$ cat src/rtl/acc_alu_pkg.sv
// Shared definitions for the accumulator ALU: operation codes and flag
// bit positions. Assumes a 5-bit operation code and a 5-bit flag register.
package acc_alu_pkg;

    typedef enum logic [4:0] {
        OP_ADD = 5'd0,  OP_ADC = 5'd1,  OP_SUB = 5'd2,  OP_SBC = 5'd3,
        OP_CMP = 5'd4,  OP_AND = 5'd5,  OP_OR  = 5'd6,  OP_XOR = 5'd7,
        OP_BIT = 5'd8,  OP_COM = 5'd9,  OP_NEG = 5'd10, OP_CLR = 5'd11,
        OP_INC = 5'd12, OP_DEC = 5'd13, OP_TST = 5'd14, OP_ASL = 5'd15,
        OP_ASR = 5'd16, OP_LSR = 5'd17, OP_ROL = 5'd18, OP_ROR = 5'd19,
        OP_MOV = 5'd20
    } alu_op_e;

    localparam int CC_W  = 5;
    localparam int FLG_C = 0;
    localparam int FLG_Z = 1;
    localparam int FLG_N = 2;
    localparam int FLG_I = 3;
    localparam int FLG_H = 4;

    localparam logic [CC_W-1:0] CC_RESET = 5'b01000;

endpackage

$ cat src/rtl/alu_addsub.sv
// Adder/subtractor with carry-in. In add mode cout is the carry out and
// half is the carry out of the lower half. In subtract mode cout is the
// borrow (b + cin exceeds a). Assumes HALF < W.
module alu_addsub #(
    parameter int W    = 8,
    parameter int HALF = 4
) (
    input  logic [W-1:0] a,
    input  logic [W-1:0] b,
    input  logic         cin,
    input  logic         sub,
    output logic [W-1:0] sum,
    output logic         cout,
    output logic         half
);
    logic [W:0]    wide;
    logic [HALF:0] low;

    // Full-width and lower-half sums with one extra bit for carry/borrow
    always_comb begin
        if (sub) begin
            wide = {1'b0, a} - {1'b0, b} - {{W{1'b0}}, cin};
            low  = {1'b0, a[HALF-1:0]} - {1'b0, b[HALF-1:0]} - {{HALF{1'b0}}, cin};
        end else begin
            wide = {1'b0, a} + {1'b0, b} + {{W{1'b0}}, cin};
            low  = {1'b0, a[HALF-1:0]} + {1'b0, b[HALF-1:0]} + {{HALF{1'b0}}, cin};
        end
    end

    assign sum  = wide[W-1:0];
    assign cout = wide[W];
    assign half = low[HALF];

endmodule

$ cat src/rtl/alu_shift.sv
// Single-bit shifter/rotator. For the shift and rotate operations it
// returns the shifted value and the bit that leaves the operand. For any
// other code it passes d and cin through.
module alu_shift
    import acc_alu_pkg::*;
#(
    parameter int W = 8
) (
    input  alu_op_e      op,
    input  logic [W-1:0] d,
    input  logic         cin,
    output logic [W-1:0] r,
    output logic         cout
);
    // Select the shift or rotate form
    always_comb begin
        case (op)
            OP_ASL:  begin r = {d[W-2:0], 1'b0};   cout = d[W-1]; end
            OP_ASR:  begin r = {d[W-1], d[W-1:1]}; cout = d[0];   end
            OP_LSR:  begin r = {1'b0, d[W-1:1]};   cout = d[0];   end
            OP_ROL:  begin r = {d[W-2:0], cin};    cout = d[W-1]; end
            OP_ROR:  begin r = {cin, d[W-1:1]};    cout = d[0];   end
            default: begin r = d;                  cout = cin;    end
        endcase
    end

endmodule

$ cat src/rtl/alu_logic.sv
// Bitwise and single-operand unit: AND/OR/XOR/BIT, complement, clear,
// increment, decrement, test and move. Does not produce flags.
module alu_logic
    import acc_alu_pkg::*;
#(
    parameter int W = 8
) (
    input  alu_op_e      op,
    input  logic [W-1:0] d,
    input  logic [W-1:0] s,
    output logic [W-1:0] r
);
    // Pick the value the operation produces
    always_comb begin
        case (op)
            OP_AND, OP_BIT: r = d & s;
            OP_OR:          r = d | s;
            OP_XOR:         r = d ^ s;
            OP_COM:         r = ~d;
            OP_CLR:         r = '0;
            OP_INC:         r = d + W'(1);
            OP_DEC:         r = d - W'(1);
            OP_MOV:         r = s;
            default:        r = d;
        endcase
    end

endmodule

$ cat src/rtl/acc_alu_cc.sv
// Accumulator ALU with condition code register. Each strobed operation
// registers its result and flags on the next edge. A masked write port
// into the flags takes priority over the operation's flags. Assumes
// DATA_W is even and at least 4, and that op_valid is a one-cycle strobe.
module acc_alu_cc
    import acc_alu_pkg::*;
#(
    parameter int DATA_W = 8
) (
    input  logic              clk,
    input  logic              rst_n,
    input  logic              op_valid,
    input  logic [4:0]        op_code,
    input  logic [DATA_W-1:0] dst_in,
    input  logic [DATA_W-1:0] src_in,
    input  logic              cc_we,
    input  logic [CC_W-1:0]   cc_wmask,
    input  logic [CC_W-1:0]   cc_wdata,
    output logic [DATA_W-1:0] result,
    output logic              res_valid,
    output logic              res_wr,
    output logic [CC_W-1:0]   cc
);
    localparam int HALF = DATA_W / 2;

    alu_op_e           op;
    logic [CC_W-1:0]   cc_q;
    logic [DATA_W-1:0] res_q;

    logic [DATA_W-1:0] as_a, as_b, as_sum;
    logic              as_cin, as_sub, as_cout, as_half;
    logic [DATA_W-1:0] sh_r, lg_r;
    logic              sh_c;

    logic [DATA_W-1:0] nres;
    logic [CC_W-1:0]   nflg, cc_base, cc_next;
    logic              legal, wr;

    assign op = alu_op_e'(op_code);

    // Operand steering for the adder: NEG is 0 - d, the rest are d op s
    always_comb begin
        as_a   = (op == OP_NEG) ? '0 : dst_in;
        as_b   = (op == OP_NEG) ? dst_in : src_in;
        as_sub = !(op == OP_ADD || op == OP_ADC);
        as_cin = (op == OP_ADC || op == OP_SBC) && cc_q[FLG_C];
    end

    alu_addsub #(.W(DATA_W), .HALF(HALF)) u_addsub (
        .a(as_a), .b(as_b), .cin(as_cin), .sub(as_sub),
        .sum(as_sum), .cout(as_cout), .half(as_half)
    );

    alu_shift #(.W(DATA_W)) u_shift (
        .op(op), .d(dst_in), .cin(cc_q[FLG_C]), .r(sh_r), .cout(sh_c)
    );

    alu_logic #(.W(DATA_W)) u_logic (
        .op(op), .d(dst_in), .s(src_in), .r(lg_r)
    );

    // Result, write-back and flag rules per operation
    always_comb begin
        nflg  = cc_q;
        nres  = res_q;
        legal = 1'b1;
        wr    = 1'b1;
        case (op)
            OP_ADD, OP_ADC: begin
                nres = as_sum; nflg[FLG_C] = as_cout; nflg[FLG_H] = as_half;
            end
            OP_SUB, OP_SBC, OP_NEG: begin
                nres = as_sum; nflg[FLG_C] = as_cout;
            end
            OP_CMP: begin
                nres = as_sum; nflg[FLG_C] = as_cout; wr = 1'b0;
            end
            OP_AND, OP_OR, OP_XOR, OP_INC, OP_DEC, OP_MOV: nres = lg_r;
            OP_BIT, OP_TST: begin
                nres = lg_r; wr = 1'b0;
            end
            OP_COM: begin
                nres = lg_r; nflg[FLG_C] = 1'b1;
            end
            OP_CLR: begin
                nres = lg_r; nflg[FLG_C] = 1'b0;
            end
            OP_ASL, OP_ASR, OP_LSR, OP_ROL, OP_ROR: begin
                nres = sh_r; nflg[FLG_C] = sh_c;
            end
            default: begin
                legal = 1'b0; wr = 1'b0;
            end
        endcase
        if (legal) begin
            nflg[FLG_N] = nres[DATA_W-1];
            nflg[FLG_Z] = (nres == '0);
        end
    end

    // Merge operation flags with the masked write port (port wins)
    always_comb begin
        cc_base = (op_valid && legal) ? nflg : cc_q;
        cc_next = cc_we ? ((cc_base & ~cc_wmask) | (cc_wdata & cc_wmask)) : cc_base;
    end

    // Flag register
    always_ff @(posedge clk) begin
        if (!rst_n) cc_q <= CC_RESET;
        else        cc_q <= cc_next;
    end

    // Result register and completion strobes
    always_ff @(posedge clk) begin
        if (!rst_n) begin
            res_q     <= '0;
            res_valid <= 1'b0;
            res_wr    <= 1'b0;
        end else begin
            res_valid <= op_valid && legal;
            res_wr    <= op_valid && legal && wr;
            if (op_valid && legal) res_q <= nres;
        end
    end

    assign result = res_q;
    assign cc     = cc_q;

endmodule

$ cat config.mk
export PLATFORM = sky130hd
export DESIGN_NAME = acc_alu_cc
export DESIGN_NICKNAME = d
export VERILOG_FILES = /design/src/rtl/acc_alu_pkg.sv /design/src/rtl/alu_addsub.sv /design/src/rtl/alu_shift.sv /design/src/rtl/alu_logic.sv /design/src/rtl/acc_alu_cc.sv
export SDC_FILE = /design/constraint.sdc
export NUM_CORES = 1
export LEC_CHECK = 0
export ABC_AREA = 1
export BUFFER_PORTS_ARGS = -buffer_cell sky130_fd_sc_hd__buf_2
export CORE_ASPECT_RATIO = 1.4
export CORE_MARGIN = 8
export CORE_UTILIZATION = 30
export CTS_CLUSTER_SIZE = 10
export DETAILED_ROUTE_END_ITERATION = 6
export PLACE_DENSITY = 0.55
export SLEW_MARGIN = 20
export SYNTH_ARGS = -nofsm -noshare
export SYNTH_HDL_FRONTEND = slang
export SYNTH_SLANG_ARGS = --single-unit
$ cat constraint.sdc
create_clock -name clk -period 5.5 [get_ports clk]
set_clock_uncertainty 0.15 [all_clocks]
set_input_delay 1.375 -clock clk [delete_from_list [all_inputs] [get_ports clk]]
set_output_delay 1.375 -clock clk [all_outputs]
set_load 0.01 [all_outputs]
# == After elaboration in Yosys (flattened, before gate mapping) ==
# Cells that the tools add are included.
# totals
register_bits,15
latchBits,0
ram_bits,0
rom_bits,0
output_inout_bits,15
elab_cells,73
n_memories,0
# classes
add_sub_neg,10
mul,0
n_div,0
magnitude_cmp,0
n_eq_ne,20
n_shift,0
n_mux,15
bitwise,8
n_reduce_logical,16
# ops
cell,n
$pmux W8 S8,1
$eq A5 B4 Y1 const B,8
$pmux W8 S5,1
$eq A5 B5 Y1 const B,5
$pmux W8 S3,1
$reduce_or A21 Y1,1
$eq A5 B3 Y1 const B,4
$reduce_or A18 Y1,1
$mux W8,2
$mux W5,3
$and A5 B5 Y5,2
$eq A5 B2 Y1 const B,2
$reduce_or A10 Y1,1
$add A8 B8 Y9,1
$add A9 B1 Y9,1
$mux W9,1
$sub A8 B8 Y9,1
$sub A9 B1 Y9,1
$add A8 B1 Y8 const B,1
$and A8 B8 Y8,1
$logic_not A8 Y1,1
$not A8 Y8,1
$or A8 B8 Y8,1
$sub A8 B1 Y8 const B,1
19 further kinds,26

# == Depth between registers and ports, before layout ==
# Gate-level depths: netlist of the first run.
# depth
word_depth,12
ltp_mapped,24
mapped_depth_nobuf,22

# == Cells and area by module ==
# Synthesis of the first run repeated with hierarchy kept, for this count alone.
# hier_totals
hier_cells,722
hier_area_um2,4018.9
# by_module_without_submodules
module,n_inst,cells_each,area_per_inst_um2
acc_alu_cc,1,230,1268.7
alu_logic,1,217,1221.2
alu_addsub,1,176,997.2
alu_shift,1,99,531.8

# == Least setup slack after synthesis of the first run ==
# No wires, ideal clock.
# synth_timing
path_type,input -> register
from,input op_code[3]
to,register cc_q[1] (netlist: cc[1])
setup_ns,0.066
arrival_time_ns,4.319
path_slack_ns,0.964
cell_stages,22
cell_sequence,buf_4 inv_2 nor2_1 nand3_2 clkbuf_1 clkbuf_1 o21ai_0 ha_1 inv_1 ha_1 nand2_1 nand2_1 or2_2 nand3_1 nand2_1 nor2_1 nand2_1 nor2_1 nand3_1 nor2_1 nand3_1 a21oi_2
# synth_between
elab_chain_len,12
elab_cells_between_ends,47
cone_classes,add/sub: 4; eq/ne: 20; mux: 10; bitwise: 2; reduce/logical: 11
# synth_rtl
element,line,source
from (decl),acc_alu_cc.sv:13,"input logic [4:0] op_code,"
$eq A5 B4 Y1 (tied with other cells),"acc_alu_cc.sv:43, acc_alu_cc.sv:44, acc_alu_cc.sv:68",
$mux W8 (tied with other cells),acc_alu_cc.sv:43,as_a = (op == OP_NEG) ? '0 : dst_in;
$sub A8 B8 Y9 (tied with other cells),alu_addsub.sv:22,"wide = {1'b0, a} - {1'b0, b} - {{W{1'b0}}, cin};"
$sub A9 B1 Y9 or $add A9 B1 Y9 (tied branches),"alu_addsub.sv:22, alu_addsub.sv:25",
$mux W9,alu_addsub.sv:21,if (sub) begin
$pmux W8 S3,acc_alu_cc.sv:68,case (op)
$logic_not A8 Y1,acc_alu_cc.sv:97,nflg[FLG_Z] = (nres == '0);
$mux W2,acc_alu_cc.sv:95,if (legal) begin
$mux W5 *,acc_alu_cc.sv:103,cc_base = (op_valid && legal) ? nflg : cc_q;
$and A5 B5 Y5,acc_alu_cc.sv:104,cc_next = cc_we ? ((cc_base & ~cc_wmask) | (cc_wdata & cc_wmask)) : cc_base;
$or A5 B5 Y5,acc_alu_cc.sv:104,
$mux W5 *,acc_alu_cc.sv:104,
to (signal assigned),acc_alu_cc.sv:110,else cc_q <= cc_next;
to (decl),acc_alu_cc.sv:27,logic [CC_W-1:0] cc_q;
# Mark *: on every way between the ends. The rest lies on a longest branch, timed or not.
# A chain may end at the register's enable or synchronous reset.

# == Worst setup path after layout of the first run ==
# layout_timing
from,input op_code[1]
to,register cc_q[1] (netlist: cc[1])
# The elaborated chain is that of the path after synthesis.

==> impl_metrics.env, run 1 <==
export IMPL_num_fill_cells=1203
export IMPL_clk_latency_ps=240
export IMPL_drc=0
export IMPL_power_density_nw_per_um2=155
export IMPL_ir_drop_mv=0.0790
export IMPL_multi_input_area_sq_um=2590
export IMPL_hold_class="reg2reg"
export IMPL_synth_fp_nets=633
export IMPL_antenna_found_initial=0
export IMPL_setup_tns_ps=0
export IMPL_grt_pass1_vias=3892
export IMPL_fp_dieArea_sq_um=14600
export IMPL_fin_crit_ps=4790
export IMPL_async_reset_ff_share_pct=0
export IMPL_routabilityCongestion=0.949
export IMPL_cts_sinks=15
export IMPL_rows=45
export IMPL_cts_root_buf="clkbuf_16"
export IMPL_die_width_microns=104
export IMPL_worst_slack_ps=707
export IMPL_slew_violations=0
export IMPL_worstHoldStart="cc[3]"
export IMPL_cts_resized=0
export IMPL_max_freq_mhz=209
export IMPL_status="complete, no violations"
export IMPL_grt_usage_pct=16.2
export IMPL_num_antenna_cells=0
export IMPL_crit_required_ps=5530
export IMPL_final_cell_mix="133 x nand2_1, 73 x inv_1, 64 x nor2_1"
export IMPL_drt_iter0_drc=196
export IMPL_avgSynthCellArea_sq_um=5.93
export IMPL_synth_seq_cells=15
export IMPL_final_common_cell="nand2_1"
export IMPL_synth_ff_type="dfxtp_1"
export IMPL_cts_setup_buffers=0
export IMPL_detail_route_vias_per_cell=5.11
export IMPL_cts_buffer_depth=2
export IMPL_crit_path_start="op_code[1]"
export IMPL_die_h_microns=140
export IMPL_cp_end_kind="flop"
export IMPL_crit_fanout=16
export IMPL_wl_per_cell_microns=16.1
export IMPL_grt_pass1_wl_microns=19500
export IMPL_cts_made_buffers=3
export IMPL_setup_viol=0
export IMPL_htree_num_levels=1
export IMPL_globalRoute_totalOverflow=0
export IMPL_worstMarginPinSlew_ps=600
export IMPL_finalHoldViolCount=0
export IMPL_synthesis_area_sq_um=3270
export IMPL_yosys_warnings=0
export IMPL_drt_total_wl_microns=11900
export IMPL_worstSetupPathType="in2reg"
export IMPL_seq_area_sq_um=300
export IMPL_yosysSeqAreaShare_pct=9.17
export IMPL_ant_nets=0
export IMPL_max_cap_viol_count=0
export IMPL_final_util_pct=34.4
export IMPL_dp_hpwl_microns=9990
export IMPL_area_growth_pct=13.0
export IMPL_start_util_pct=30.4
export IMPL_vias=3754
export IMPL_reg2reg_depth=19
export IMPL_slew_headroom_pct=59.6
export IMPL_port_buffers=49
export IMPL_io_pins=50
export IMPL_ctsHoldBuffers=0
export IMPL_syn_inst=552
export IMPL_holdPathStages=2
export IMPL_drive_above_1_share_pct=15.0
export IMPL_regToRegEndpoint="cc[1]"
export IMPL_leakagePower_nw=1.98
export IMPL_clkTransAtPathRegs_ps=40
export IMPL_synth_edf_count=0
export IMPL_r2r_slack_ps=2180
export IMPL_cts_tree="built"
export IMPL_core_sq_um=10800
export IMPL_first_pass_iters=4
export IMPL_netlist_cell_type_count=35
export IMPL_hold_end="cc[3]"
export IMPL_nets=676
export IMPL_grt_setup_unrepaired="no"
export IMPL_worstReg2RegStart="cc[0]"
export IMPL_grt_max_degree=17
export IMPL_crit_path_start_kind="input port"
export IMPL_place_ws_ps=492
export IMPL_cp_arrival_ps=4820
export IMPL_min_period_over_period_pct=87.2
==> cells in the mapped netlist (2+ instances only) <==
master | instances | area, sq um
dfxtp_1 | 15 | 300
nand2_1 | 133 | 499
nand4_1 | 18 | 113
xor2_1 | 4 | 35.0
inv_1 | 73 | 274
nand3_2 | 7 | 70.1
ha_1 | 41 | 513
or2_2 | 3 | 18.8
nor3_1 | 2 | 10.0
buf_6 | 3 | 33.8
a21oi_1 | 25 | 125
o21ai_0 | 36 | 180
nor4_1 | 2 | 12.5
o21a_1 | 3 | 22.5
nor2_2 | 7 | 43.8
buf_4 | 5 | 37.5
xnor2_1 | 3 | 26.3
nand3_1 | 60 | 300
o211ai_1 | 7 | 52.6
nand2_2 | 4 | 25.0
nand3b_1 | 3 | 22.5
inv_2 | 6 | 22.5
nor2_4 | 4 | 45.0
a22oi_1 | 5 | 37.5
a21boi_0 | 3 | 22.5
clkbuf_1 | 4 | 15.0
fa_1 | 5 | 100
nor2_1 | 64 | 240
==> cells by family after synthesis <==
| logic type | Yosys count | synth area share (%) |
|---|---|---|
| compound gates | 83 | 14.4 |
| fa+ha+maj | 46 | 18.7 |
| xor+xnor | 7 | 1.87 |
| buf+inv | 92 | 11.8 |
| flops | 15 | 9.17 |
| simple gates | 309 | 44.0 |
==> registers in the layout, summed over array words and instances (netlist names) <==
register,flops
res_wr,1
result,8
res_valid,1
cc,5
==> how the worst max path moves through the flow <==
stage | end | cells past startpoint | slack (ps)
floorplan | cc[1] | 22 | 960
global placement | cc[1] | 22 | 530
detailed placement | cc[1] | 21 | 490
CTS | cc[1] | 21 | 740
global route | cc[1] | 21 | 380
finish | cc[1] | 21 | 710
==> final cells by class <==
type	instances	share of cell area, %
clock buffer	4	2.13
inverter	79	8.02
sequential	15	8.12
tap	141	4.77
timing repair buffer	51	7.04
multi-input combinational	445	69.9
==> layer usage <==
layer	global-route usage, %	vias to the layer above	wire (microns)
met1	16.8	1747	4610
met2	32.9	86	6580
met4	4.74	0	306
met3	1.25	20	367
met5	0	-	0
li1	-	1901	-
==> stage by stage <==
step	power [mW]	cell area, sq um	hold WS (ps)	cells
5_1_grt	0.623	3700	341	735
4_1_cts	0.576	3700	315	735
3_3_place_gp	0.432	3620	286	731
2_1_floorplan	0.342	3270	339	552
3_5_place_dp	0.435	3620	304	731
6_report	0.574	3700	308	735
==> worst max-delay path: stages <==
cell and delay (ps):
buf_2 220, inv_2 90, nor2_1 220, nand3_2 360
o21ai_0 430, inv_1 120, fa_1 420, inv_1 130
fa_1 270, nand3_1 130, nand2_1 140, nand2_1 60
nand3_1 80, nand2_1 60, nor2_1 130, nand2_1 60
nor2_1 130, nand3_1 80, nor2_1 90, nand3_1 80
a21oi_2 110
==> power by group <==
group | internal, mW | switching (mW) | total [mW]
clock | 0.0979 | 0.0416 | 0.140
combinational | 0.107 | 0.201 | 0.308
sequential | 0.119 | 0.00692 | 0.126
total | 0.324 | 0.250 | 0.574
Power figures use the tool's default switching activity.
==> run 2, diff against run 1 <==
RECOVER_POWER = 100   (was not set)
==> run 2 against run 1 <==
Total power decreased by 0.79%. Cell area shrank 1.2%. Clock power about the same. Global-route usage is the same. Sequential power about the same. Cell count unchanged. Die area unchanged. Hold slack improved by 6.5 ps. Sequential share of layout area grew 0.097 points. Critical path depth is the same. Highest routed layer unchanged.
==> impl_metrics.env, run 2 (synthesis results as in run 1) <==
export IMPL_status="complete, no violations"
export IMPL_holdPathStages=2
export IMPL_nets=676
export IMPL_worstHoldStart="cc[3]"
export IMPL_min_period_over_period_pct=87.4
export IMPL_core_sq_um=10800
export IMPL_hold_class="reg2reg"
export IMPL_antenna_found_initial=0
export IMPL_drive_above_1_share_pct=11.4
export IMPL_dp_hpwl_microns=9990
export IMPL_globalRoute_totalOverflow=0
export IMPL_place_ws_ps=492
export IMPL_crit_fanout=16
export IMPL_ctsHoldBuffers=0
export IMPL_port_buffers=49
export IMPL_drt_total_wl_microns=11900
export IMPL_num_antenna_cells=0
export IMPL_final_cell_mix="133 x nand2_1, 74 x inv_1, 66 x nor2_1"
export IMPL_crit_required_ps=5530
export IMPL_start_util_pct=30.4
export IMPL_ant_nets=0
export IMPL_slew_headroom_pct=56.3
export IMPL_fin_crit_ps=4810
export IMPL_vias=3739
export IMPL_first_pass_iters=4
export IMPL_grt_max_degree=17
export IMPL_finalHoldViolCount=0
export IMPL_largest_reg_flops=8
export IMPL_total_power_mw=0.569
export IMPL_drc=0
export IMPL_setup_tns_ps=0
export IMPL_fp_dieArea_sq_um=14600
export IMPL_cts_made_buffers=3
export IMPL_worst_slack_ps=694
export IMPL_final_common_cell="nand2_1"
export IMPL_hold_end="cc[3]"
export IMPL_die_width_microns=104
export IMPL_num_fill_cells=1222
export IMPL_crit_path_start_kind="input port"
export IMPL_wl_per_cell_microns=16.1
export IMPL_cts_sinks=15
export IMPL_grt_setup_unrepaired="no"
export IMPL_htree_num_levels=1
export IMPL_cp_arrival_ps=4830
export IMPL_power_density_nw_per_um2=156
export IMPL_cts_tree="built"
export IMPL_r2r_slack_ps=2200
export IMPL_worstMarginPinSlew_ps=649
export IMPL_regToRegEndpoint="cc[1]"
export IMPL_slew_violations=0
export IMPL_grt_pass1_vias=3892
export IMPL_detail_route_vias_per_cell=5.09
export IMPL_rows=45
export IMPL_die_h_microns=140
export IMPL_clk_latency_ps=240
export IMPL_cts_resized=0
export IMPL_ir_drop_mv=0.0826
export IMPL_cts_buffer_depth=2
export IMPL_grt_pass1_wl_microns=19500
export IMPL_area_growth_pct=11.6
export IMPL_reg2reg_depth=19
export IMPL_worstSetupPathType="in2reg"
export IMPL_max_freq_mhz=208
export IMPL_grt_usage_pct=16.2
export IMPL_worstReg2RegStart="cc[0]"
export IMPL_routabilityCongestion=0.949
export IMPL_leakagePower_nw=1.91
export IMPL_cts_setup_buffers=0
export IMPL_max_cap_viol_count=0
export IMPL_cts_root_buf="clkbuf_16"
export IMPL_cp_end_kind="flop"
export IMPL_io_pins=50
export IMPL_setup_viol=0
export IMPL_clkTransAtPathRegs_ps=40
export IMPL_drt_iter0_drc=182
[run 2: routing by layer]
metal / share of wire, % / GRT usage (%) / vias up / routed length, microns
met3: 2.0 / 1.25 / 12 / 238
met1: 40 / 16.8 / 1769 / 4760
li1: - / - / 1896 / -
met4: 1.6 / 4.74 / 0 / 194
met5: 0 / 0 / - / 0
met2: 56 / 32.9 / 62 / 6670
[run 2: area by class of cell]
cell class	instances	area, sq um	share of cell area [%]
flip-flops and latches	15	300	8.22
repair buffers	51	236	6.47
inverters	79	297	8.11
well taps	141	176	4.83
multi-input cells	445	2570	70.2
clock buffers	4	78.8	2.16
[run 2: worst max-delay path: stages]
cell     delay (ps)
buf_2           220
inv_1           130
nor2_1          230
nand3_2         340
o21ai_0         510
inv_1           160
fa_1            500
inv_1            80
nand2_1          50
nand2_1          60
nand2_1          70
or2_2           270
nand3_1          80
nand2_1          60
nor2_1          130
nand2_1          60
nor2_1          130
nand3_1          80
nor2_1           90
nand3_1          90
a21oi_2         110
[run 2: report_power, final]
part,internal [mW],switching (mW)
logic,0.103,0.200
clock network,0.0979,0.0413
registers,0.119,0.00719
total,0.320,0.249
[run 2: worst max path at each step]
stage / from / end / slack [ps]
after floorplan: op_code[3] / cc[1] / 960
after global placement: op_code[1] / cc[1] / 530
after detailed placement: op_code[1] / cc[1] / 490
after CTS: op_code[1] / cc[1] / 740
after global routing: op_code[1] / cc[1] / 330
final: op_code[1] / cc[1] / 690
[run 2: stage by stage]
step                      instance area (sq um)  cells  hold WS, ps  util (%)
after floorplan                            3270    552          339         -
after global routing                       3650    735          345      34.0
after global placement                     3620    731          286      33.7
after CTS                                  3700    735          315      34.4
final                                      3650    735          314      34.0
after detailed placement                   3620    731          304      33.7
==> run 3, diff against run 2 <==
PLACE_DENSITY = 0.49   (was 0.55)
==> run 3 against run 2 <==
Cell area increased by 0.38%. Critical path depth increased by 1. Core utilization increased by 0.13 points. Global-route usage down 0.075 points. Critical endpoint unchanged. Via count down 1.3%. Non-clock buffer count stayed put. Clock-buffer cell count unchanged. Wire length is 0.97% lower. Clock power about the same. Sequential share of layout area barely moved. Combinational power barely moved. Die area unchanged. Largest power group unchanged.
==> impl_metrics.env, run 3 (synthesis results as in run 1) <==
export IMPL_status="complete, no violations"
export IMPL_cts_tree="built"
export IMPL_drt_total_wl_microns=11700
export IMPL_cp_end_kind="flop"
export IMPL_crit_fanout=18
export IMPL_reg2reg_depth=19
export IMPL_hold_end="cc[3]"
export IMPL_cts_root_buf="clkbuf_16"
export IMPL_crit_required_ps=5520
export IMPL_finalHoldViolCount=0
export IMPL_worstSetupPathType="in2reg"
export IMPL_max_cap_viol_count=0
export IMPL_worstReg2RegStart="cc[0]"
export IMPL_cp_slowest_stage_delay_ps=440
export IMPL_grt_usage_pct=16.1
export IMPL_io_pins=50
export IMPL_r2r_slack_ps=2090
export IMPL_clkTransAtPathRegs_ps=50
export IMPL_setup_viol=0
export IMPL_min_period_over_period_pct=89.8
export IMPL_grt_pass1_wl_microns=19400
export IMPL_slew_violations=0
export IMPL_start_util_pct=30.4
export IMPL_place_inst=731
export IMPL_slew_headroom_pct=57.7
export IMPL_vias=3692
export IMPL_max_freq_mhz=202
export IMPL_ctsHoldBuffers=0
export IMPL_crit_path_start_kind="input port"
export IMPL_worst_path_most_repeated_cell="nand2_1"
export IMPL_fin_crit_ps=4940
export IMPL_die_h_microns=140
export IMPL_final_cell_mix="133 x nand2_1, 74 x inv_1, 65 x nor2_1"
export IMPL_globalRoute_totalOverflow=0
export IMPL_drc=0
export IMPL_setup_tns_ps=0
export IMPL_ant_nets=0
export IMPL_routabilityCongestion=0.931
export IMPL_first_pass_iters=5
export IMPL_grt_max_degree=19
export IMPL_num_antenna_cells=0
export IMPL_grt_setup_unrepaired="no"
export IMPL_multi_input_area_sq_um=2580
export IMPL_wl_per_cell_microns=16.0
export IMPL_power_density_nw_per_um2=155
export IMPL_drt_iter0_drc=180
export IMPL_hold_class="reg2reg"
export IMPL_cp_arrival_ps=4960
export IMPL_placedInstanceArea_sq_um=3620
export IMPL_htree_num_levels=1
export IMPL_fin_cells=735
export IMPL_ir_drop_mv=0.0867
export IMPL_antenna_found_initial=0
export IMPL_area_growth_pct=12.0
export IMPL_cts_sinks=15
export IMPL_final_common_cell="nand2_1"
export IMPL_leakagePower_nw=1.91
export IMPL_grt_pass1_vias=3760
export IMPL_drive_above_1_share_pct=11.6
export IMPL_port_buffers=49
export IMPL_detail_route_vias_per_cell=5.02
export IMPL_die_width_microns=104
export IMPL_cts_resized=0
export IMPL_clk_latency_ps=240
export IMPL_cts_buffer_depth=2
export IMPL_core_sq_um=10800
export IMPL_seq_area_sq_um=300
export IMPL_worstPathCellList="buf_2 -> inv_1 -> nor2_1 -> nand3_2 -> o21ai_0 -> fa_1 -> inv_1 -> fa_1 -> inv_1 -> nand2_1 -> nand2_1 -> nand2_1 -> or2_2 -> nand3_1 -> nand2_1 -> nor2_1 -> nand2_1 -> nor2_1 -> nand3_1 -> nor2_1 -> nand3_1 -> a21oi_1"
export IMPL_regToRegEndpoint="cc[1]"
export IMPL_fp_dieArea_sq_um=14600
export IMPL_cts_made_buffers=3
export IMPL_cp_slowest_cell="o21ai_0"
export IMPL_largest_reg_flops=8
export IMPL_num_fill_cells=1229
export IMPL_nets=676
export IMPL_cts_setup_buffers=0
export IMPL_stdcell_area_sq_um=3670
export IMPL_dp_hpwl_microns=9920
export IMPL_worstHoldStart="cc[3]"
export IMPL_rows=45
export IMPL_worstMarginPinSlew_ps=629
export IMPL_holdPathStages=2
-- run 3: cell types whose count changed in the layout (fill, tap and decap cells not counted) --
cell and change:
nor2_2 +1, nor2_1 -1, nand4_4 +1, a21oi_1 +1, a21oi_2 -1, nand4_1 -1
-- run 3: layer usage --
metal | GRT usage (%) | share of wire, % | wire, microns | up-vias
met1 | 17.4 | 38 | 4510 | 1676
met2 | 30.5 | 53 | 6240 | 90
met4 | 7.19 | 4.6 | 541 | 0
met5 | 0 | 0 | 0 | -
met3 | 1.66 | 3.9 | 460 | 29
li1 | - | - | - | 1897
-- run 3: worst max path at each step --
stage | start | to | cells after the start
floorplan | op_code[3] | cc[1] | 22
global placement | op_code[1] | cc[1] | 22
detailed placement | op_code[1] | cc[1] | 22
CTS | op_code[1] | cc[1] | 22
global route | op_code[1] | cc[1] | 22
finish | op_code[1] | cc[1] | 22
-- run 3: through the flow --
| stage | hold slack, ps | util (%) | power [mW] | worst slack, ps |
|---|---|---|---|---|
| after floorplan | 339 | - | 0.342 | 964 |
| after global placement | 292 | 33.7 | 0.434 | 529 |
| after detailed placement | 306 | 33.7 | 0.436 | 411 |
| after CTS | 317 | 34.4 | 0.577 | 611 |
| after global routing | 361 | 34.1 | 0.627 | 107 |
| final | 313 | 34.1 | 0.569 | 560 |
-- run 3: power breakdown --
part	total [mW]	switching, mW	internal, mW
sequential	0.126	0.00700	0.119
combinational	0.304	0.200	0.104
clock	0.139	0.0407	0.0979
total	0.569	0.248	0.321
-- run 3: critical path: cells and delay by family --
family                   cells  cell delay, ps
AND/OR/NAND/NOR             14            1790
buffers and inverters        4             520
adder cells (fa/ha/maj)      2             680
AO/OA/AOI/OAI                2             590
-- run 3: layout make-up --
type                            instances  area share (%)
Clock buffer                            4            2.15
Inverter                               79            8.08
Timing Repair Buffer                   51            6.45
Tap cell                              141            4.81
Multi-Input combinational cell        445            70.3
Sequential cell                        15            8.19
